--- src/rtl/muldiv_pkg.sv ---
`timescale 1ns/1ps
package muldiv_pkg;
    typedef enum logic [2:0] {
        OP_MUL  = 3'd0,
        OP_DIV  = 3'd1,
        OP_MFHI = 3'd2,
        OP_MFLO = 3'd3,
        OP_MTHI = 3'd4,
        OP_MTLO = 3'd5,
        OP_NOP6 = 3'd6,
        OP_NOP7 = 3'd7
    } md_op_e;

    typedef enum logic [1:0] {
        ST_IDLE = 2'd0,
        ST_MUL  = 2'd1,
        ST_DIV  = 2'd2,
        ST_FIX  = 2'd3
    } md_state_e;
endpackage

--- src/rtl/md_fsm.sv ---
`timescale 1ns/1ps
module md_fsm
    import muldiv_pkg::*;
#(
    parameter int WIDTH = 32
) (
    input  logic       clk,
    input  logic       rst_n,
    input  logic       start,
    input  logic [2:0] op,
    output logic       busy,
    output logic       accept,
    output logic       step_mul,
    output logic       step_div,
    output logic       finish
);
    localparam int CW = (WIDTH > 2) ? $clog2(WIDTH) : 1;
    localparam logic [CW-1:0] LAST_STEP = CW'(WIDTH - 1);

    md_state_e state_q, state_d;
    logic [CW-1:0] cnt_q;

    // next-state decision
    always_comb begin
        state_d = state_q;
        unique case (state_q)
            ST_IDLE: begin
                if (start && op == OP_MUL)      state_d = ST_MUL;
                else if (start && op == OP_DIV) state_d = ST_DIV;
            end
            ST_MUL, ST_DIV: begin
                if (cnt_q == '0) state_d = ST_FIX;
            end
            ST_FIX: state_d = ST_IDLE;
        endcase
    end

    // state register
    always_ff @(posedge clk or negedge rst_n) begin
        if (!rst_n) state_q <= ST_IDLE;
        else        state_q <= state_d;
    end

    // step counter
    always_ff @(posedge clk or negedge rst_n) begin
        if (!rst_n)                                 cnt_q <= '0;
        else if (accept)                            cnt_q <= LAST_STEP;
        else if ((step_mul || step_div) && cnt_q != '0) cnt_q <= cnt_q - CW'(1);
    end

    // outputs
    always_comb begin
        busy     = 1'b0;
        accept   = 1'b0;
        step_mul = 1'b0;
        step_div = 1'b0;
        finish   = 1'b0;
        unique case (state_q)
            ST_IDLE: accept = start && (op == OP_MUL || op == OP_DIV);
            ST_MUL: begin
                busy     = 1'b1;
                step_mul = 1'b1;
            end
            ST_DIV: begin
                busy     = 1'b1;
                step_div = 1'b1;
            end
            ST_FIX: begin
                busy   = 1'b1;
                finish = 1'b1;
            end
        endcase
    end
endmodule

--- src/rtl/md_mul_step.sv ---
`timescale 1ns/1ps
module md_mul_step #(
    parameter int WIDTH = 32
) (
    input  logic [WIDTH-1:0] acc_hi,
    input  logic [WIDTH-1:0] acc_lo,
    input  logic [WIDTH-1:0] mcand,
    output logic [WIDTH-1:0] nxt_hi,
    output logic [WIDTH-1:0] nxt_lo
);
    logic [WIDTH:0] sum;

    // add the multiplicand when the current multiplier bit is set, then shift right
    always_comb begin
        if (acc_lo[0]) sum = {1'b0, acc_hi} + {1'b0, mcand};
        else           sum = {1'b0, acc_hi};
        nxt_hi = sum[WIDTH:1];
        nxt_lo = {sum[0], acc_lo[WIDTH-1:1]};
    end
endmodule

--- src/rtl/md_div_step.sv ---
`timescale 1ns/1ps
module md_div_step #(
    parameter int WIDTH = 32
) (
    input  logic [WIDTH-1:0] rem,
    input  logic [WIDTH-1:0] quo,
    input  logic [WIDTH-1:0] dvsr,
    output logic [WIDTH-1:0] nxt_rem,
    output logic [WIDTH-1:0] nxt_quo
);
    logic [WIDTH:0]   shifted;
    logic [WIDTH-1:0] trial;

    // restoring step: bring in the next dividend bit, subtract if it fits
    always_comb begin
        shifted = {rem, quo[WIDTH-1]};
        trial   = shifted[WIDTH-1:0] - dvsr;
        if (shifted >= {1'b0, dvsr}) begin
            nxt_rem = trial;
            nxt_quo = {quo[WIDTH-2:0], 1'b1};
        end else begin
            nxt_rem = shifted[WIDTH-1:0];
            nxt_quo = {quo[WIDTH-2:0], 1'b0};
        end
    end
endmodule

--- src/rtl/muldiv_hilo.sv ---
`timescale 1ns/1ps
module muldiv_hilo
    import muldiv_pkg::*;
#(
    parameter int WIDTH = 32
) (
    input  logic             clk,
    input  logic             rst_n,
    input  logic             start,
    input  logic [2:0]       op,
    input  logic             sgn,
    input  logic [WIDTH-1:0] opa,
    input  logic [WIDTH-1:0] opb,
    output logic             busy,
    output logic             res_valid,
    output logic [WIDTH-1:0] result
);
    localparam int DW = 2 * WIDTH;

    logic accept, step_mul, step_div, fin;

    // HI/LO double as the working accumulator while an operation runs
    logic [WIDTH-1:0] hi_q, lo_q, opnd_q, result_q;
    logic             neg_q, rneg_q, div_q, pend_q, pend_hi_q, rvalid_q;

    logic             neg_a, neg_b;
    logic [WIDTH-1:0] mag_a, mag_b;
    logic [WIDTH-1:0] mul_hi, mul_lo, div_rem, div_quo;
    logic [WIDTH-1:0] fix_hi, fix_lo;
    logic [DW-1:0]    prod_fix;
    logic             mf_req, sel_hi;

    md_fsm #(.WIDTH(WIDTH)) u_fsm (
        .clk      (clk),
        .rst_n    (rst_n),
        .start    (start),
        .op       (op),
        .busy     (busy),
        .accept   (accept),
        .step_mul (step_mul),
        .step_div (step_div),
        .finish   (fin)
    );

    md_mul_step #(.WIDTH(WIDTH)) u_mul (
        .acc_hi (hi_q),
        .acc_lo (lo_q),
        .mcand  (opnd_q),
        .nxt_hi (mul_hi),
        .nxt_lo (mul_lo)
    );

    md_div_step #(.WIDTH(WIDTH)) u_div (
        .rem     (hi_q),
        .quo     (lo_q),
        .dvsr    (opnd_q),
        .nxt_rem (div_rem),
        .nxt_quo (div_quo)
    );

    // operand magnitudes
    always_comb begin
        neg_a = sgn & opa[WIDTH-1];
        neg_b = sgn & opb[WIDTH-1];
        mag_a = neg_a ? ({WIDTH{1'b0}} - opa) : opa;
        mag_b = neg_b ? ({WIDTH{1'b0}} - opb) : opb;
    end

    // sign correction applied in the fix-up state
    always_comb begin
        prod_fix = neg_q ? ({DW{1'b0}} - {hi_q, lo_q}) : {hi_q, lo_q};
        if (div_q) begin
            fix_lo = neg_q  ? ({WIDTH{1'b0}} - lo_q) : lo_q;
            fix_hi = rneg_q ? ({WIDTH{1'b0}} - hi_q) : hi_q;
        end else begin
            fix_hi = prod_fix[DW-1:WIDTH];
            fix_lo = prod_fix[WIDTH-1:0];
        end
    end

    always_comb begin
        mf_req = start && (op == OP_MFHI || op == OP_MFLO);
        sel_hi = mf_req ? (op == OP_MFHI) : pend_hi_q;
    end

    always_ff @(posedge clk or negedge rst_n) begin
        if (!rst_n) begin
            hi_q      <= '0;
            lo_q      <= '0;
            opnd_q    <= '0;
            neg_q     <= 1'b0;
            rneg_q    <= 1'b0;
            div_q     <= 1'b0;
            pend_q    <= 1'b0;
            pend_hi_q <= 1'b0;
            result_q  <= '0;
            rvalid_q  <= 1'b0;
        end else begin
            rvalid_q <= 1'b0;

            // HI/LO and working state
            if (accept) begin
                opnd_q <= mag_b;
                hi_q   <= '0;
                lo_q   <= mag_a;
                neg_q  <= neg_a ^ neg_b;
                rneg_q <= neg_a;
                div_q  <= (op == OP_DIV);
            end else if (step_mul) begin
                hi_q <= mul_hi;
                lo_q <= mul_lo;
            end else if (step_div) begin
                hi_q <= div_rem;
                lo_q <= div_quo;
            end else if (fin) begin
                hi_q <= fix_hi;
                lo_q <= fix_lo;
            end else if (!busy && start) begin
                if (op == OP_MTHI) hi_q <= opa;
                if (op == OP_MTLO) lo_q <= opa;
            end

            // move-from read-out, held off while busy
            if (fin) begin
                if (pend_q || mf_req) begin
                    result_q <= sel_hi ? fix_hi : fix_lo;
                    rvalid_q <= 1'b1;
                end
                pend_q <= 1'b0;
            end else if (mf_req && busy) begin
                pend_q    <= 1'b1;
                pend_hi_q <= (op == OP_MFHI);
            end else if (mf_req) begin
                result_q <= (op == OP_MFHI) ? hi_q : lo_q;
                rvalid_q <= 1'b1;
            end
        end
    end

    assign res_valid = rvalid_q;
    assign result    = result_q;
endmodule

--- config.mk ---
export PLATFORM = sky130hd
export DESIGN_NAME = muldiv_hilo
export DESIGN_NICKNAME = d
export VERILOG_FILES = /design/src/rtl/muldiv_pkg.sv /design/src/rtl/md_fsm.sv /design/src/rtl/md_mul_step.sv /design/src/rtl/md_div_step.sv /design/src/rtl/muldiv_hilo.sv
export SDC_FILE = /design/constraint.sdc
export NUM_CORES = 1
export LEC_CHECK = 0
export BUFFER_PORTS_ARGS = -buffer_cell sky130_fd_sc_hd__buf_2
export CAP_MARGIN = 20
export CORE_UTILIZATION = 63
export DETAILED_ROUTE_END_ITERATION = 12
export GPL_TIMING_DRIVEN = 0
export MAX_ROUTING_LAYER = met4
export PLACE_DENSITY = 0.83
export REMOVE_ABC_BUFFERS = 1
export SETUP_SLACK_MARGIN = 0.05
export SYNTH_ARGS = -nofsm -noshare
export SYNTH_HDL_FRONTEND = slang
export SYNTH_SLANG_ARGS = --single-unit
--- constraint.sdc ---
create_clock -name clk -period 4.05 [get_ports clk]
set_clock_uncertainty 0.1 [all_clocks]
set_input_delay 0.2025 -clock clk [delete_from_list [all_inputs] [get_ports clk]]
set_output_delay 0.2025 -clock clk [all_outputs]
set_load 0.03 [all_outputs]
==> impl_results.md <==
* Root buffer cell: clkbuf_16
* Total Routing Usage GR at 0.4477
* Routed wire length per instance at 21.61 um
* Max-slew violation count at 0
* DPL Wire Length at 36020 um
* Violated checks: negative hold slack
* Final WL at ~52000 um
* Fin nets at 2215
* Final hold slack at -6.051 ps
* H-tree Lvls at 4
* Largest net degree at the start of global routing at 96
* Initial antenna violation count at 0
* Top cell type by total area after synthesis: dfrtp_1
* CTS Buf Count at 17
* Vias in the first global route at 15250
* DR DRC count at 0
* EDFF count, synth at 0
* Crit start category: register
* Die height at 154.8 um
* Synth Warn # at 0
* Final std cells w/o fill at 2394
* Area grow syn2layout at 13.17%
* IO Pins at 105
* GP Congestion at between 1 and 1.5
* Hold Violations, Final at 3
* Die W at around 150 um
* Post-route ant nets at 0
* RSZ-0062 raised after global routing: true
* Clock sink total at roughly 140
* Synth top area share at 0.2400
* Total grt overflow at 0
* Initial Util at 0.6454
* Synthesized area per cell at 7.203 um^2
* First-pass GRT wire length at 81900 um
* Layout cells sized above 1 at 0.1076
* Longest Clk Path Bufs at 2
* Vias at 16350
* Commonest cells post-synth: nand2_1, o21ai_0, a21oi_1
* # port buffers at 104
* Largest cells by area after synthesis: dfrtp_1, nand2_1, o21ai_0
* Main synth FF type: dfrtp_1
* Placed insts at 2331
* Post-DR vias/cell at 6.830
* Kind of end point of the critical path: register
* # diodes at 0
* DRT Pass-1 Iters at 7
* Critical Path AT at 4190 ps
* DR iter-0 viols at 2576
* Clk_lat worst skew at 460 ps
* Core Util, Final at 0.7305
* Post-Syn Area at ~15000 um^2
* Final setup viols at 0
* CP Max Fanout at 24
* Post-synth ARST share at 1.000
* Clock-pin slew on the worst setup and hold paths at around 70 ps
* # rows at 55
* Relative slew slack at 0.3005
* Max-cap violations at 0
* Critical path class: register to register
* Max Freq at 0.2505 GHz
* Status: finished with violations
* Crit share post-route at 0.9856
* FF+latch count, synth at 141
* Final Critical Period at 3992 ps
* Hold Path Class: input pin to register
* Core Area at approximately 23000 um^2
* Worst slew pin tran at 1045 ps
* Top-count cell post-synth: nand2_1
* CTS tree: yes
* Setup TNS at 0 ps
* Mapped Cells at 2041
* Die area at between 20000 and 25000 um^2
* Register area share after synthesis at 0.2400
* Worst Path Required at 4250 ps
* Distinct cells, synth at 74
timing repair:
item,CTS,global route
pin swaps,3,1
endpoints found under the hold margin,78,0
resized for setup,20,14
setup endpoints to repair,66,34
gates cloned,1,0
hold buffers,21,0
setup buffers,7,2
layout make-up:
cell class	instances	area, um^2
fill	1825	6140
multi-input combinational	1677	10500
sequential	141	3536
clock buffer	18	439.2
timing repair buffer	155	1239
tap	313	391.6
inverter	75	290.3
timing repair inverter	1	5.005
clock inverter	14	240.2
worst max-delay path, stage by stage (launching register included):
cell	delay, ps
dfrtp_1	480
inv_1	130
ha_2	300
inv_1	400
buf_16	250
nand2_2	180
nor2_2	430
nand2b_1	410
nand2_1	500
a211oi_1	90
a221oi_1	440
a221oi_1	100
sequential cells by signal, indices dropped and copies added, names as in the netlist, 2 cells and up:
name,cells
lo_q,32
u_fsm.state_q,2
opnd_q,32
u_fsm.cnt_q,5
result,32
hi_q,32
metal layers:
| metal | track usage | vias up | share of wire |
|---|---|---|---|
| li1 | - | 7398 | - |
| met1 | 0.5645 | 7418 | 0.39 |
| met2 | 0.6703 | 1267 | 0.44 |
| met3 | 0.09723 | 268 | 0.12 |
| met4 | 0.2395 | 0 | 0.055 |
| met5 | - | - | 0 |
per-stage QoR:
stage / worst slack, ps / cell area, um^2
global placement: -5466 / 15030
global route: -4.821 / 16640
floorplan: -1677 / 14110
finish: 58.48 / 16640
CTS: 89.83 / 16560
detailed placement: -1185 / 15520
worst paths after layout:
path | start | endpoint | slack [ps] | depth (start not counted)
worst max-delay path | u_fsm.state_q[1] | hi_q[14] | 60 | 11
worst min-delay path | opb[4] | opnd_q[4] | -6 | 3
worst max register to register | u_fsm.state_q[1] | hi_q[14] | 60 | 11
worst min register to register | result[23] | result[23] | 370 | 2
max in group asynchronous | rst_n | lo_q[0] | 2810 | 3
min in group asynchronous | rst_n | u_fsm.cnt_q[1] | 190 | 2
logic make-up after synthesis:
logic type / count (synthesis) / synth area share
compound gates: 735 / 0.3119
simple gates: 661 / 0.1986
buf+inv: 223 / 0.05906
xor+xnor: 179 / 0.1066
flops: 141 / 0.2400
fa+ha+maj: 76 / 0.06570
mux: 26 / 0.01813
cells in the final DEF (no fill, tap or decap), types with 17 or more instances in the layout:
cell and count:
o211ai_1 21, nor2_1 171, nand3_1 20, nor4_1 21, o21ai_0 211, a21o_1 39
nor3_1 31, a21oi_1 191, o31ai_1 27, clkbuf_16 17, buf_2 104, a31oi_1 39
ha_1 71, xor2_1 89, mux2i_1 21, dlygate4sd3_1 21, a211oi_1 62, xnor2_1 90
inv_1 71, dfrtp_1 137, nand2_1 299
Power is not shown: default switching activity piles up to over one toggle a cycle in this logic, so the estimate is an artifact.
